--- config.mk ---
export PLATFORM = sky130hd
export DESIGN_NAME = irm_ctx_matcher
export DESIGN_NICKNAME = d
export VERILOG_FILES = /design/src/rtl/irm_pkg.sv /design/src/rtl/irm_cfg.sv /design/src/rtl/irm_match.sv /design/src/rtl/irm_arb.sv /design/src/rtl/irm_ctx_matcher.sv
export SDC_FILE = /design/constraint.sdc
export NUM_CORES = 1
export LEC_CHECK = 0
export BUFFER_PORTS_ARGS = -buffer_cell sky130_fd_sc_hd__buf_2
export CAP_MARGIN = 20
export CORE_MARGIN = 10
export CORE_UTILIZATION = 33
export CTS_CLUSTER_DIAMETER = 30
export DETAILED_ROUTE_END_ITERATION = 10
export GPL_TIMING_DRIVEN = 0
export PLACE_DENSITY = 0.64
export SLEW_MARGIN = 20
export SYNTH_ARGS = -nofsm -noshare
export SYNTH_HDL_FRONTEND = slang
export SYNTH_HIERARCHICAL = 1
export SYNTH_SLANG_ARGS = --single-unit
--- constraint.sdc ---
create_clock -name clk_i -period 5.2 [get_ports clk_i]
set_input_delay 0.52 -clock clk_i [delete_from_list [all_inputs] [get_ports clk_i]]
set_output_delay 0.52 -clock clk_i [all_outputs]
set_load 0.01 [all_outputs]
--- src/rtl/irm_pkg.sv ---
package irm_pkg;
  localparam int unsigned NUM_CTX_D = 8;
  localparam int unsigned CHAN_W_D  = 6;
  localparam int unsigned WORD_W    = 32;
  localparam int unsigned EN_BIT    = 31;
  localparam int unsigned MC_BIT    = 28;
endpackage

--- src/rtl/irm_cfg.sv ---
module irm_cfg
  import irm_pkg::*;
#(
  parameter int unsigned NUM_CTX  = NUM_CTX_D,
  parameter int unsigned CHAN_W   = CHAN_W_D,
  localparam int unsigned CTX_W   = $clog2(NUM_CTX),
  localparam int unsigned NUM_CHAN = 1 << CHAN_W
) (
  input  logic                clk_i,
  input  logic                rst_ni,
  input  logic                cfg_we_i,
  input  logic [CTX_W-1:0]    cfg_ctx_i,
  input  logic [WORD_W-1:0]   cfg_word_i,
  input  logic                mask_we_i,
  input  logic [NUM_CHAN-1:0] mask_i,
  output logic [NUM_CTX-1:0]  ctx_en_o,
  output logic [CHAN_W-1:0]   ctx_chan_o [NUM_CTX],
  output logic                mc_valid_o,
  output logic [CTX_W-1:0]    mc_owner_o,
  output logic [NUM_CHAN-1:0] mask_o
);
  logic wr_mc, grant, release_mc;
  logic unused_word;

  assign unused_word = ^{cfg_word_i[EN_BIT-1:MC_BIT+1], cfg_word_i[MC_BIT-1:CHAN_W]};
  assign wr_mc      = cfg_word_i[MC_BIT];
  assign grant      = cfg_we_i && wr_mc && (!mc_valid_o || mc_owner_o == cfg_ctx_i);
  assign release_mc = cfg_we_i && !wr_mc && mc_valid_o && mc_owner_o == cfg_ctx_i;

  always_ff @(posedge clk_i or negedge rst_ni) begin
    if (!rst_ni) begin
      ctx_en_o   <= '0;
      ctx_chan_o <= '{default: '0};
      mc_valid_o <= 1'b0;
      mc_owner_o <= '0;
      mask_o     <= '0;
    end else begin
      if (cfg_we_i) begin
        ctx_en_o[cfg_ctx_i]   <= cfg_word_i[EN_BIT];
        ctx_chan_o[cfg_ctx_i] <= cfg_word_i[CHAN_W-1:0];
      end
      if (grant) begin
        mc_valid_o <= 1'b1;
        mc_owner_o <= cfg_ctx_i;
      end else if (release_mc) begin
        mc_valid_o <= 1'b0;
      end
      if (mask_we_i) mask_o <= mask_i;
    end
  end

  // a competing request must leave ownership untouched
  assert_owner_kept_R7: assert property (@(posedge clk_i) disable iff (!rst_ni)
    (mc_valid_o && cfg_we_i && cfg_ctx_i != mc_owner_o)
      |=> (mc_valid_o && mc_owner_o == $past(mc_owner_o)));

  assert_owner_release_R8: assert property (@(posedge clk_i) disable iff (!rst_ni)
    (mc_valid_o && cfg_we_i && cfg_ctx_i == mc_owner_o && !cfg_word_i[MC_BIT])
      |=> !mc_valid_o);
endmodule

--- src/rtl/irm_match.sv ---
module irm_match
  import irm_pkg::*;
#(
  parameter int unsigned NUM_CTX  = NUM_CTX_D,
  parameter int unsigned CHAN_W   = CHAN_W_D,
  localparam int unsigned CTX_W   = $clog2(NUM_CTX),
  localparam int unsigned NUM_CHAN = 1 << CHAN_W
) (
  input  logic [CHAN_W-1:0]   pkt_chan_i,
  input  logic [NUM_CTX-1:0]  ctx_en_i,
  input  logic [CHAN_W-1:0]   ctx_chan_i [NUM_CTX],
  input  logic                mc_valid_i,
  input  logic [CTX_W-1:0]    mc_owner_i,
  input  logic [NUM_CHAN-1:0] mask_i,
  output logic [NUM_CTX-1:0]  single_hit_o,
  output logic                mc_hit_o
);
  for (genvar k = 0; k < NUM_CTX; k++) begin : g_ctx
    logic is_owner;
    assign is_owner        = mc_valid_i && mc_owner_i == CTX_W'(k);
    assign single_hit_o[k] = ctx_en_i[k] && !is_owner && ctx_chan_i[k] == pkt_chan_i;
  end

  assign mc_hit_o = mc_valid_i && ctx_en_i[mc_owner_i] && mask_i[pkt_chan_i];
endmodule

--- src/rtl/irm_arb.sv ---
module irm_arb
  import irm_pkg::*;
#(
  parameter int unsigned NUM_CTX = NUM_CTX_D,
  localparam int unsigned CTX_W  = $clog2(NUM_CTX)
) (
  input  logic               clk_i,
  input  logic               rst_ni,
  input  logic               pkt_valid_i,
  input  logic [NUM_CTX-1:0] single_hit_i,
  input  logic               mc_hit_i,
  input  logic [CTX_W-1:0]   mc_owner_i,
  output logic [NUM_CTX-1:0] sel_o,
  output logic               miss_o
);
  logic [NUM_CTX-1:0] nxt_sel;
  logic               found;

  always_comb begin
    nxt_sel = '0;
    found   = 1'b0;
    for (int k = 0; k < NUM_CTX; k++) begin
      if (single_hit_i[k] && !found) begin
        nxt_sel[k] = 1'b1;
        found      = 1'b1;
      end
    end
    if (!found && mc_hit_i) nxt_sel[mc_owner_i] = 1'b1;
  end

  always_ff @(posedge clk_i or negedge rst_ni) begin
    if (!rst_ni) begin
      sel_o  <= '0;
      miss_o <= 1'b0;
    end else begin
      sel_o  <= pkt_valid_i ? nxt_sel : '0;
      miss_o <= pkt_valid_i && nxt_sel == '0;
    end
  end

  assert_sel_onehot_R3: assert property (@(posedge clk_i) disable iff (!rst_ni)
    $onehot0(sel_o));

  assert_single_hit_no_miss_R3: assert property (@(posedge clk_i) disable iff (!rst_ni)
    (pkt_valid_i && single_hit_i != '0) |=> (!miss_o && sel_o != '0));

  assert_mask_only_owner_R5: assert property (@(posedge clk_i) disable iff (!rst_ni)
    (pkt_valid_i && single_hit_i == '0 && mc_hit_i) |=> sel_o[$past(mc_owner_i)]);

  assert_miss_excl_R9: assert property (@(posedge clk_i) disable iff (!rst_ni)
    !(miss_o && sel_o != '0));

  assert_idle_quiet_R9: assert property (@(posedge clk_i) disable iff (!rst_ni)
    !pkt_valid_i |=> (sel_o == '0 && !miss_o));

  assert_every_strobe_answered_R11: assert property (@(posedge clk_i) disable iff (!rst_ni)
    pkt_valid_i |=> (miss_o || sel_o != '0));
endmodule

--- src/rtl/irm_ctx_matcher.sv ---
module irm_ctx_matcher
  import irm_pkg::*;
#(
  parameter int unsigned NUM_CTX  = NUM_CTX_D,
  parameter int unsigned CHAN_W   = CHAN_W_D,
  localparam int unsigned CTX_W   = $clog2(NUM_CTX),
  localparam int unsigned NUM_CHAN = 1 << CHAN_W
) (
  input  logic                clk_i,
  input  logic                rst_ni,
  input  logic                cfg_we_i,
  input  logic [CTX_W-1:0]    cfg_ctx_i,
  input  logic [WORD_W-1:0]   cfg_word_i,
  input  logic                mask_we_i,
  input  logic [NUM_CHAN-1:0] mask_i,
  input  logic                pkt_valid_i,
  input  logic [CHAN_W-1:0]   pkt_chan_i,
  output logic [NUM_CTX-1:0]  sel_o,
  output logic                miss_o
);
  logic [NUM_CTX-1:0]  ctx_en;
  logic [CHAN_W-1:0]   ctx_chan [NUM_CTX];
  logic                mc_valid;
  logic [CTX_W-1:0]    mc_owner;
  logic [NUM_CHAN-1:0] mask_q;
  logic [NUM_CTX-1:0]  single_hit;
  logic                mc_hit;

  irm_cfg #(.NUM_CTX(NUM_CTX), .CHAN_W(CHAN_W)) u_cfg (
    .clk_i      (clk_i),
    .rst_ni     (rst_ni),
    .cfg_we_i   (cfg_we_i),
    .cfg_ctx_i  (cfg_ctx_i),
    .cfg_word_i (cfg_word_i),
    .mask_we_i  (mask_we_i),
    .mask_i     (mask_i),
    .ctx_en_o   (ctx_en),
    .ctx_chan_o (ctx_chan),
    .mc_valid_o (mc_valid),
    .mc_owner_o (mc_owner),
    .mask_o     (mask_q)
  );

  irm_match #(.NUM_CTX(NUM_CTX), .CHAN_W(CHAN_W)) u_match (
    .pkt_chan_i   (pkt_chan_i),
    .ctx_en_i     (ctx_en),
    .ctx_chan_i   (ctx_chan),
    .mc_valid_i   (mc_valid),
    .mc_owner_i   (mc_owner),
    .mask_i       (mask_q),
    .single_hit_o (single_hit),
    .mc_hit_o     (mc_hit)
  );

  irm_arb #(.NUM_CTX(NUM_CTX)) u_arb (
    .clk_i        (clk_i),
    .rst_ni       (rst_ni),
    .pkt_valid_i  (pkt_valid_i),
    .single_hit_i (single_hit),
    .mc_hit_i     (mc_hit),
    .mc_owner_i   (mc_owner),
    .sel_o        (sel_o),
    .miss_o       (miss_o)
  );
endmodule

==> run summary, run 1 <==
Fin Setup TNS: 0 ps
Reg-to-Reg Start: u_cfg/mc_owner_o[0]$_DFFE_PN0P_
reg2reg setup slack: 2660 ps
first-pass iteration count of the detailed router: 4
Die Width: 160 µm
capturing element type of the critical path: register
Synth area leaders: dfrtp_1 52%, mux2_2 21%, xnor2_1 5.4%, mux4_2 4.5%, mux4_1 2.0%
sw frac: 28.0%
dpl hpwl: 11,600 µm
clock network fraction of design power: 37.0%
Final Non-Filler Cells: 838
CTS buffer count: 17
run status: finished clean
CTS Sinks: 133
Critical Path RT: 5460 ps
routed wire length per instance: 19.3 µm
count leader, synth: dfrtp_1
IO Port Bufs: 86
DRT Wirelength: 16,200 µm
CP max FO: 10
Placer Congestion: 0.803
DR vias: 4,182
CTS tree: yes
syn nets: 564
Ant. Diodes: 0
Int Power: 2.23 mW
Mapped Cells: 454
area leader, netlist: dfrtp_1
clock skew: 7.51 ps
LEAKAGE: 3.31 nW
post-synthesis sequential area ratio: 51.6%
post-cts sizing count: 0
R2R Path End: u_arb/sel_o[7]$_DFF_PN0_
GRT overflow: 0
hold path endpoint: u_cfg/mask_o[44]$_DFFE_PN0P_
crit path kind: in -> reg
unrepaired setup endpoints after global routing: no
proportion of layout cells with a drive suffix above 1: 49.9%
Clock Root Buffer: clkbuf_16
Cell variety after synth: 44
# rows: 51
GRT Total Usage: 13.1%
Final Hold Vio Count: 0
R2R cell count: 7
synthesis-to-finish area growth: 21.5%
Rel. slew slack: 39.1%
worst-margin pin slew: 905 ps
Switching Power: 0.866 mW
latest clock arrival within the worst-skew pair: 420 ps
post-synthesis register bit count: 133
Cells after DPL: 806
yosys warns: 6
ANT nets after route: 0
syn avg cell area: 14.2 µm²
total core area: 19,300 µm²
Post-synth top cells: 133 x dfrtp_1, 123 x mux2_2, 40 x xnor2_1
Power Density: 395 nW/µm²
Comb pwr share: 19.3%
Post-synth EDFFs: 0
synthesized cell area: 6450 µm²
die extent in y: 160 µm
min Tclk post-route: 2540 ps
Peak VDD IR: 0.274 mV
asr flop ratio synth: 100%
crit path DAT: 2810 ps
initial core utilization: 33.4%
final setup violating endpoints: 0
vias in the first global route: 4,689
# IOs: 119
first-pass GRT wire length: 26,300 µm
largest net degree at the start of global routing: 105
nets: 671
CTS HTree Levels: 4
f_max: 0.393 GHz
antenna violations before repair: 0
Pins Over Slew Limit: 0
MaxCap Viol Count: 0
Vias/cell: 4.99
CP startpoint kind: input pin
Final period util: 48.9%
Hold Path Origin: mask_i[44]
full die area: 25,500 µm²
drt drc: 0
Synth Flop Type: dfrtp_1
worst min path class: in -> reg
hold path depth: 2
Initial DRC Count: 221
Seq pwr share: 43.7%
Max clock buf depth: 2
Clock transition at path regs: 60 ps
top-area cell type share of the netlist area: 51.6%
## critical path: stages
cell	delay (ps)
buf_2	90
buf_2	280
buf_2	400
xnor2_1	170
o21ai_0	130
nor4_1	770
nor3_2	120
nand3_1	230
nor3_1	80
## registers in the layout, indices dropped and copies added, names as in the netlist
| signal | count |
|---|---|
| u_cfg/mc_owner_o | 3 |
| u_arb/miss_o | 1 |
| u_cfg/ctx_en_o | 8 |
| u_arb/sel_o | 8 |
| u_cfg/mask_o | 64 |
| u_cfg/ctx_chan_o | 48 |
| u_cfg/mc_valid_o | 1 |
## logic make-up after synthesis
group	count (synthesis)	synth area share (%)
and+or+nand+nor	72	7.35
buffers and inverters	27	2.74
muxes	146	28.8
DFF	133	51.6
xor gates and xnor gates	51	6.93
AOI/OAI and AO/OA	25	2.56
## routing by layer
metal	vias to the layer above	global-route usage (%)	routed length (µm)
li1	1894	-	-
met1	2133	16.8	7300
met2	142	20.1	7460
met3	13	4.91	1250
met4	0	3.88	164
met5	-	0	0
## placed cells by master, fill, tap and decap left out, drive strengths merged, types with 8 or more instances in the layout
cell type  netlist  layout
dfrtp          133     133
mux2           123     123
buf             25     112
xnor2           40      40
clkbuf           1      21
mux4            18      18
xor2            11      11
nor2            10      10
nand4            9       9
nor4             8       8
## metrics by stage
step                hold WS (ps)  setup WS, ps  total power, mW  cell area [µm²]  utilization [%]
floorplan                    224          2740             1.76             6450                -
global placement             482          1890             1.94             7210             37.3
detailed placement           393          2230             1.97             7260             37.5
CTS                          312          2670             3.13             7830             40.5
global route                 318          2450             3.26             7830             40.5
finish                       324          2660             3.10             7830             40.5
## timing repair
item,4_1_cts,5_1_grt
setup buffers,0,0
hold buffers,1,0
hold endpoints to repair,29,0
## power by group through the flow
stage | clock network, mW | logic, mW | registers, mW
floorplan | 0 | 0.430 | 1.33
global placement | 0 | 0.574 | 1.36
detailed placement | 0 | 0.597 | 1.37
CTS | 1.17 | 0.602 | 1.36
global route | 1.22 | 0.653 | 1.38
finish | 1.15 | 0.598 | 1.35
## final cells by class
class	instances	area, µm²
multi-input combinational	294	2950
clock inverter	11	101
sequential	133	3330
clock buffer	20	467
timing repair buffer	88	478
inverter	1	3.75
tap	265	332
fill	1839	11500
buffer	26	173
## how the worst max path moves through the flow
stage	from	to	slack, ps	cells after the start
6_report	pkt_chan_i[1]	u_arb/sel_o[7]$_DFF_PN0_	2660	9
5_1_grt	pkt_chan_i[1]	u_arb/miss_o$_DFF_PN0_	2450	9
4_1_cts	pkt_chan_i[1]	u_arb/sel_o[7]$_DFF_PN0_	2670	9
3_5_place_dp	pkt_chan_i[1]	u_arb/sel_o[7]$_DFF_PN0_	2230	9
3_3_place_gp	rst_ni	u_cfg/mask_o[46]$_DFFE_PN0P_	1890	1
2_1_floorplan	pkt_chan_i[1]	u_arb/sel_o[5]$_DFF_PN0_	2740	8
No activity file was read; power rests on OpenSTA's default activity.
==> run 2: changes to the inputs <==
--- a/config.mk
+++ b/config.mk
@@ -5,6 +5,7 @@
 export SDC_FILE = /design/constraint.sdc
 export NUM_CORES = 1
 export LEC_CHECK = 0
+export ABC_AREA = 1
 export BUFFER_PORTS_ARGS = -buffer_cell sky130_fd_sc_hd__buf_2
 export CAP_MARGIN = 20
 export CORE_MARGIN = 10
==> constraint.sdc (replaced) <==
create_clock -name clk_i -period 2.5 [get_ports clk_i]
set_input_delay 0.25 -clock clk_i [delete_from_list [all_inputs] [get_ports clk_i]]
set_output_delay 0.25 -clock clk_i [all_outputs]
set_load 0.01 [all_outputs]
==> run 2 against run 1 <==
Against the previous run: area after synthesis up 3.3%; core utilization rose by 0.80 points; clock skew barely moved; critical endpoint is now u_arb/miss_o$_DFF_PN0_; first-iteration DRC count rose by 92%; largest power group unchanged; worst setup slack worse by 2400 ps; die area rose by 2.9%.
==> run summary, run 2 <==
Synth Flop Type: dfrtp_1
nets: 941
ANT nets after route: 0
CP Launch Point: u_cfg/mc_owner_o[2]$_DFFE_PN0P_
Critical Path RT: 2850 ps
post-synthesis register bit count: 133
worst setup margin: 236 ps
Peak VDD IR: 0.404 mV
drt drc: 0
# IOs: 119
Pins Over Slew Limit: 0
IO Port Bufs: 90
run status: finished clean
antenna violations before repair: 1
Seq pwr share: 42.7%
GRT overflow: 0
Final Hold Slack: 55.9 ps
Vias/cell: 4.96
Post-synth top cells: 187 x nand2_1, 133 x dfrtp_1, 67 x nand3_1
initial core utilization: 33.9%
post-synthesis sequential area ratio: 49.9%
# rows: 51
Max clock buf depth: 2
Cell variety after synth: 40
vias in the first global route: 5,507
Rel. slew slack: 60.4%
Setup WS pre-CTS: -249 ps
CTS HTree Levels: 4
Comb pwr share: 19.4%
first-pass GRT wire length: 29,600 µm
Final Non-Filler Cells: 1,110
total power: 6.40 mW
LEAKAGE: 3.82 nW
Clock Root Buffer: clkbuf_16
CTS tree: yes
Hold Path Origin: mask_i[61]
Switching Power: 1.92 mW
Clock transition at path regs: 60 ps
Mapped Cells: 718
commonest non-fill, non-tap cell in the layout: nand2_1
DRT Wirelength: 18,700 µm
proportion of layout cells with a drive suffix above 1: 29.9%
GRT Total Usage: 14.3%
Synth area leaders: dfrtp_1 50%, mux2_2 11%, nand2_1 11%, nand3_1 5.0%, o21ai_0 3.6%
Design Area, Final: 8120 µm²
asr flop ratio synth: 100%
Cells after DPL: 1,074
commonest non-fill, non-tap cells in the layout: 187 x nand2_1, 131 x dfrtp_1, 107 x buf_2, 67 x nand3_1, 64 x mux2_2
dpl hpwl: 13,400 µm
fillcell total: 1,972
latest clock arrival within the worst-skew pair: 420 ps
DR vias: 5,506
min Tclk post-route: 2260 ps
CTS Sinks: 133
clock skew: 7.18 ps
count leader, synth: nand2_1
Final period util: 90.6%
Post-synth EDFFs: 0
Die Width: 162 µm
dpl cell area: 7480 µm²
Initial DRC Count: 425
synthesized cell area: 6670 µm²
capturing element type of the critical path: register
first-pass iteration count of the detailed router: 6
unrepaired setup endpoints after global routing: no
syn nets: 828
routed wire length per instance: 16.8 µm
MaxCap Viol Count: 0
worst min path class: in -> reg
top-area cell type share of the netlist area: 49.9%
die extent in y: 162 µm
worst-margin pin slew: 589 ps
CP startpoint kind: register
final setup violating endpoints: 0
yosys warns: 6
sw frac: 30.0%
CP max FO: 11
Placer Congestion: 0.859
Reg-to-Reg Start: u_cfg/mc_owner_o[2]$_DFFE_PN0P_
Power Density: 788 nW/µm²
CTS buffer count: 17
total core area: 19,700 µm²
Largest Register: u_cfg/mask_o
Final Hold Vio Count: 0
crit path DAT: 2620 ps
synthesis-to-finish area growth: 21.8%
Int Power: 4.48 mW
largest net degree at the start of global routing: 89
max reg flops: 64
full die area: 26,300 µm²
syn avg cell area: 9.28 µm²
area leader, netlist: dfrtp_1
crit path kind: reg -> reg
Regs by FF count: u_cfg/mask_o x64, u_cfg/ctx_chan_o x48
clock network fraction of design power: 37.9%
f_max: 0.442 GHz
-- run 2: changes by cell type after synthesis, sizes merged, moves of 34 or more --
cell / delta
nand2: +180
nand3: +63
mux2: -59
o21ai: +50
inv: +44
xnor2: -34
-- run 2: power groups by stage --
stage	sequential (mW)	combinational [mW]	clock [mW]
after detailed placement	2.77	1.18	0
final	2.74	1.24	2.43
after CTS	2.74	1.20	2.47
after global routing	2.78	1.40	2.56
after floorplan	2.71	0.836	0
after global placement	2.77	1.15	0
-- run 2: metal layers --
metal | up-vias | track usage [%] | wire, µm
met2 | 159 | 22.9 | 9000
met5 | - | 0 | 0
met1 | 2670 | 18.3 | 8300
li1 | 2658 | - | -
met3 | 19 | 3.06 | 1090
met4 | 0 | 6.12 | 269
-- run 2: worst paths after layout --
path                                               endpoint  slack, ps  depth (start not counted)
max                                  u_arb/miss_o$_DFF_PN0_        240                         11
min                            u_cfg/mask_o[61]$_DFFE_PN0P_         60                          2
max reg2reg                          u_arb/miss_o$_DFF_PN0_        240                         11
min reg2reg                u_cfg/ctx_chan_o[21]$_DFFE_PN0P_        490                          2
max in group asynchronous   u_cfg/mc_owner_o[1]$_DFFE_PN0P_       1400                          3
min in group asynchronous       u_cfg/mask_o[1]$_DFFE_PN0P_        320                          2
-- run 2: logic make-up (layout without fill, tap and decap cells) --
| kind of cell | Yosys count | after routing | synth area share, % |
|---|---|---|---|
| compound gates | 105 | 105 | 9.03 |
| xor+xnor | 16 | 16 | 2.10 |
| buf+inv | 81 | 207 | 6.76 |
| flops | 133 | 133 | 49.9 |
| mux | 64 | 64 | 10.8 |
| other cells | 0 | 1 | 0 |
| simple gates | 319 | 319 | 21.4 |
-- run 2: area by class of cell --
type | count | area (µm²) | share of cell area (%)
Inverter | 46 | 180 | 2.22
Tap cell | 265 | 332 | 4.08
Clock inverter | 11 | 100 | 1.23
Timing Repair Buffer | 94 | 513 | 6.32
Sequential cell | 133 | 3330 | 41.0
Buffer | 35 | 270 | 3.33
Clock buffer | 21 | 480 | 5.92
Multi-Input combinational cell | 504 | 2910 | 35.9
Antenna cell | 1 | 2.50 | 0.0308
-- run 2: critical path, stage by stage (launching register included) --
cell,delay [ps]
dfrtp_1,480
nand2_1,190
inv_1,90
a21oi_1,190
o2111ai_1,150
nor4_2,410
inv_2,180
nand4_1,160
nand2_1,60
nor2_1,110
nand3_1,80
nor2_1,80
-- run 2: through the flow --
step | utilization (%) | setup TNS (ps)
floorplan | - | 0
global placement | 37.9 | -94350
detailed placement | 38.1 | -713
CTS | 41.2 | 0
global route | 41.3 | 0
finish | 41.3 | 0
-- run 2: what timing repair did --
item | in CTS | in global routing
buffers inserted | 0 | 2
hold buffers | 1 | 0
endpoints found under the setup margin | 1 | 9
gates resized for setup | 3 | 4
hold endpoints to repair | 45 | 0
==> run 3: changes to the inputs <==
==> constraint.sdc (replaced) <==
create_clock -name clk_i -period 2.4 [get_ports clk_i]
set_input_delay 0.24 -clock clk_i [delete_from_list [all_inputs] [get_ports clk_i]]
set_output_delay 0.24 -clock clk_i [all_outputs]
set_load 0.01 [all_outputs]
==> run 3 against run 2 <==
Against the previous run: sequential power up 4%; register-to-register slack worse by 20 ps; maximum frequency up 3.8%; non-clock buffer count up 4; largest power group unchanged; clock-buffer cell count unchanged; core utilization up 0.25 points; worst hold slack worse by 11 ps; flip-flop and latch count unchanged; first-iteration DRC count down 10%; critical path depth unchanged; clock power up 4%.
==> run summary, run 3 (synthesis results as in run 2) <==
delay-heaviest family, CP: simple AND/OR/NAND/NOR gates
CP startpoint kind: register
Regs by FF count: u_cfg/mask_o x64, u_cfg/ctx_chan_o x48
antenna violations before repair: 1
Critical-path top delay cell: dfrtp_1
CP max FO: 11
final setup violating endpoints: 0
CTS tree: yes
max reg flops: 64
proportion of layout cells with a drive suffix above 1: 30.3%
routed wire length per instance: 16.8 µm
run status: finished clean
CTS HTree Levels: 4
Largest Register: u_cfg/mask_o
Die Width: 162 µm
crit path cell chain: nand2_1 > inv_1 > a21oi_1 > o2111ai_1 > nor4_4 > inv_2 > nand4_1 > nand2_1 > nor2_1 > nand3_1 > nor2_1
crit path DAT: 2540 ps
Seq pwr share: 42.2%
MaxCap Viol Count: 0
ANT nets after route: 0
synthesis-to-finish area growth: 22.6%
nets: 945
worst-margin pin slew: 590 ps
total core area: 19,700 µm²
CTS Sinks: 133
Switching Power: 2.02 mW
min Tclk post-route: 2180 ps
GRT Total Usage: 14.3%
Initial DRC Count: 381
dpl cell area: 7480 µm²
initial core utilization: 33.9%
Setup WS pre-CTS: -339 ps
final core area utilization: 41.6%
Design Area, Final: 8170 µm²
vias in the first global route: 5,507
worst setup margin: 218 ps
Critical Path RT: 2750 ps
full die area: 26,300 µm²
DR vias: 5,502
commonest non-fill, non-tap cell in the layout: nand2_1
Final period util: 90.9%
LEAKAGE: 3.85 nW
Vias/cell: 4.94
die extent in y: 162 µm
CTS buffer count: 17
total power: 6.73 mW
largest net degree at the start of global routing: 89
DRT Wirelength: 18,700 µm
worst min path class: in -> reg
f_max: 0.458 GHz
Rel. slew slack: 60.3%
Pins Over Slew Limit: 0
Int Power: 4.70 mW
clock network fraction of design power: 37.5%
sw frac: 30.1%
GRT overflow: 0
dpl hpwl: 13,400 µm
Power Density: 823 nW/µm²
Comb pwr share: 20.3%
# IOs: 119
latest clock arrival within the worst-skew pair: 420 ps
# rows: 51
capturing element type of the critical path: register
drt drc: 0
Fin Setup TNS: 0 ps
Clock Root Buffer: clkbuf_16
CP peak stage delay: 490 ps
Clock transition at path regs: 60 ps
Placer Congestion: 0.859
Buf/Inv on CP: 2
Final Hold Vio Count: 0
commonest non-fill, non-tap cells in the layout: 187 x nand2_1, 131 x dfrtp_1, 107 x buf_2, 67 x nand3_1, 64 x mux2_2
first-pass GRT wire length: 29,600 µm
first-pass iteration count of the detailed router: 5
unrepaired setup endpoints after global routing: no
IO Port Bufs: 90
Peak VDD IR: 0.422 mV
Max clock buf depth: 2
clock skew: 5.36 ps
crit path kind: reg -> reg
-- run 3: changes by cell type in the layout (fill, tap and decap cells not counted) --
cell | before | now
nor4_4 | 0 | 2
buf_4 | 6 | 10
nor4_2 | 3 | 1
nor2_2 | 2 | 3
nor2_1 | 26 | 25
-- run 3: final cells by class --
| cell class | count | area, µm² |
|---|---|---|
| flip-flops and latches | 133 | 3330 |
| inverters | 46 | 180 |
| clock inverters | 11 | 100 |
| plain buffers | 35 | 270 |
| clock buffers | 21 | 480 |
| fillers | 1974 | 11500 |
| well taps | 265 | 332 |
| multi-input cells | 504 | 2930 |
| diodes | 1 | 2.50 |
| repair buffers | 98 | 543 |
-- run 3: repair_timing --
| item | 4_1_cts | 5_1_grt |
|---|---|---|
| hold buffers | 1 | 0 |
| buffers inserted | 0 | 6 |
| gates resized for setup | 4 | 6 |
| setup endpoints to repair | 5 | 9 |
| endpoints found under the hold margin | 45 | 0 |
-- run 3: power by group through the flow --
stage / Sequential [mW] / Clock (mW) / Combinational [mW]
after detailed placement: 2.89 / 0 / 1.23
after CTS: 2.86 / 2.57 / 1.25
after global placement: 2.88 / 0 / 1.20
final: 2.84 / 2.52 / 1.36
after global routing: 2.88 / 2.67 / 1.53
after floorplan: 2.82 / 0 / 0.871
-- run 3: stage by stage --
| stage | hold slack [ps] | instances |
|---|---|---|
| 2_1_floorplan | -55.6 | 718 |
| 3_3_place_gp | 472 | 1073 |
| 3_5_place_dp | 165 | 1074 |
| 4_1_cts | 31.0 | 1107 |
| 5_1_grt | 32.9 | 1113 |
| 6_report | 44.8 | 1114 |
-- run 3: final timing paths --
check                                                        end  slack (ps)                             start  cells after the start
worst max-delay path                      u_arb/miss_o$_DFF_PN0_         220   u_cfg/mc_owner_o[2]$_DFFE_PN0P_                     11
worst min-delay path                u_cfg/mask_o[61]$_DFFE_PN0P_          40                        mask_i[61]                      2
worst max register to register            u_arb/miss_o$_DFF_PN0_         220   u_cfg/mc_owner_o[2]$_DFFE_PN0P_                     11
worst min register to register  u_cfg/ctx_chan_o[21]$_DFFE_PN0P_         490  u_cfg/ctx_chan_o[21]$_DFFE_PN0P_                      2
max in group asynchronous        u_cfg/mc_owner_o[1]$_DFFE_PN0P_        1310                            rst_ni                      3
min in group asynchronous           u_cfg/mask_o[32]$_DFFE_PN0P_         310                            rst_ni                      2
-- run 3: metal layers --
metal  vias to the layer above  global-route usage [%]  wire length [µm]
li1                       2664                       -                 -
met3                        25                    3.06              1160
met5                         -                       0                 0
met4                         0                    6.12               322
met2                       164                    22.9              8960
met1                      2649                    18.3              8240
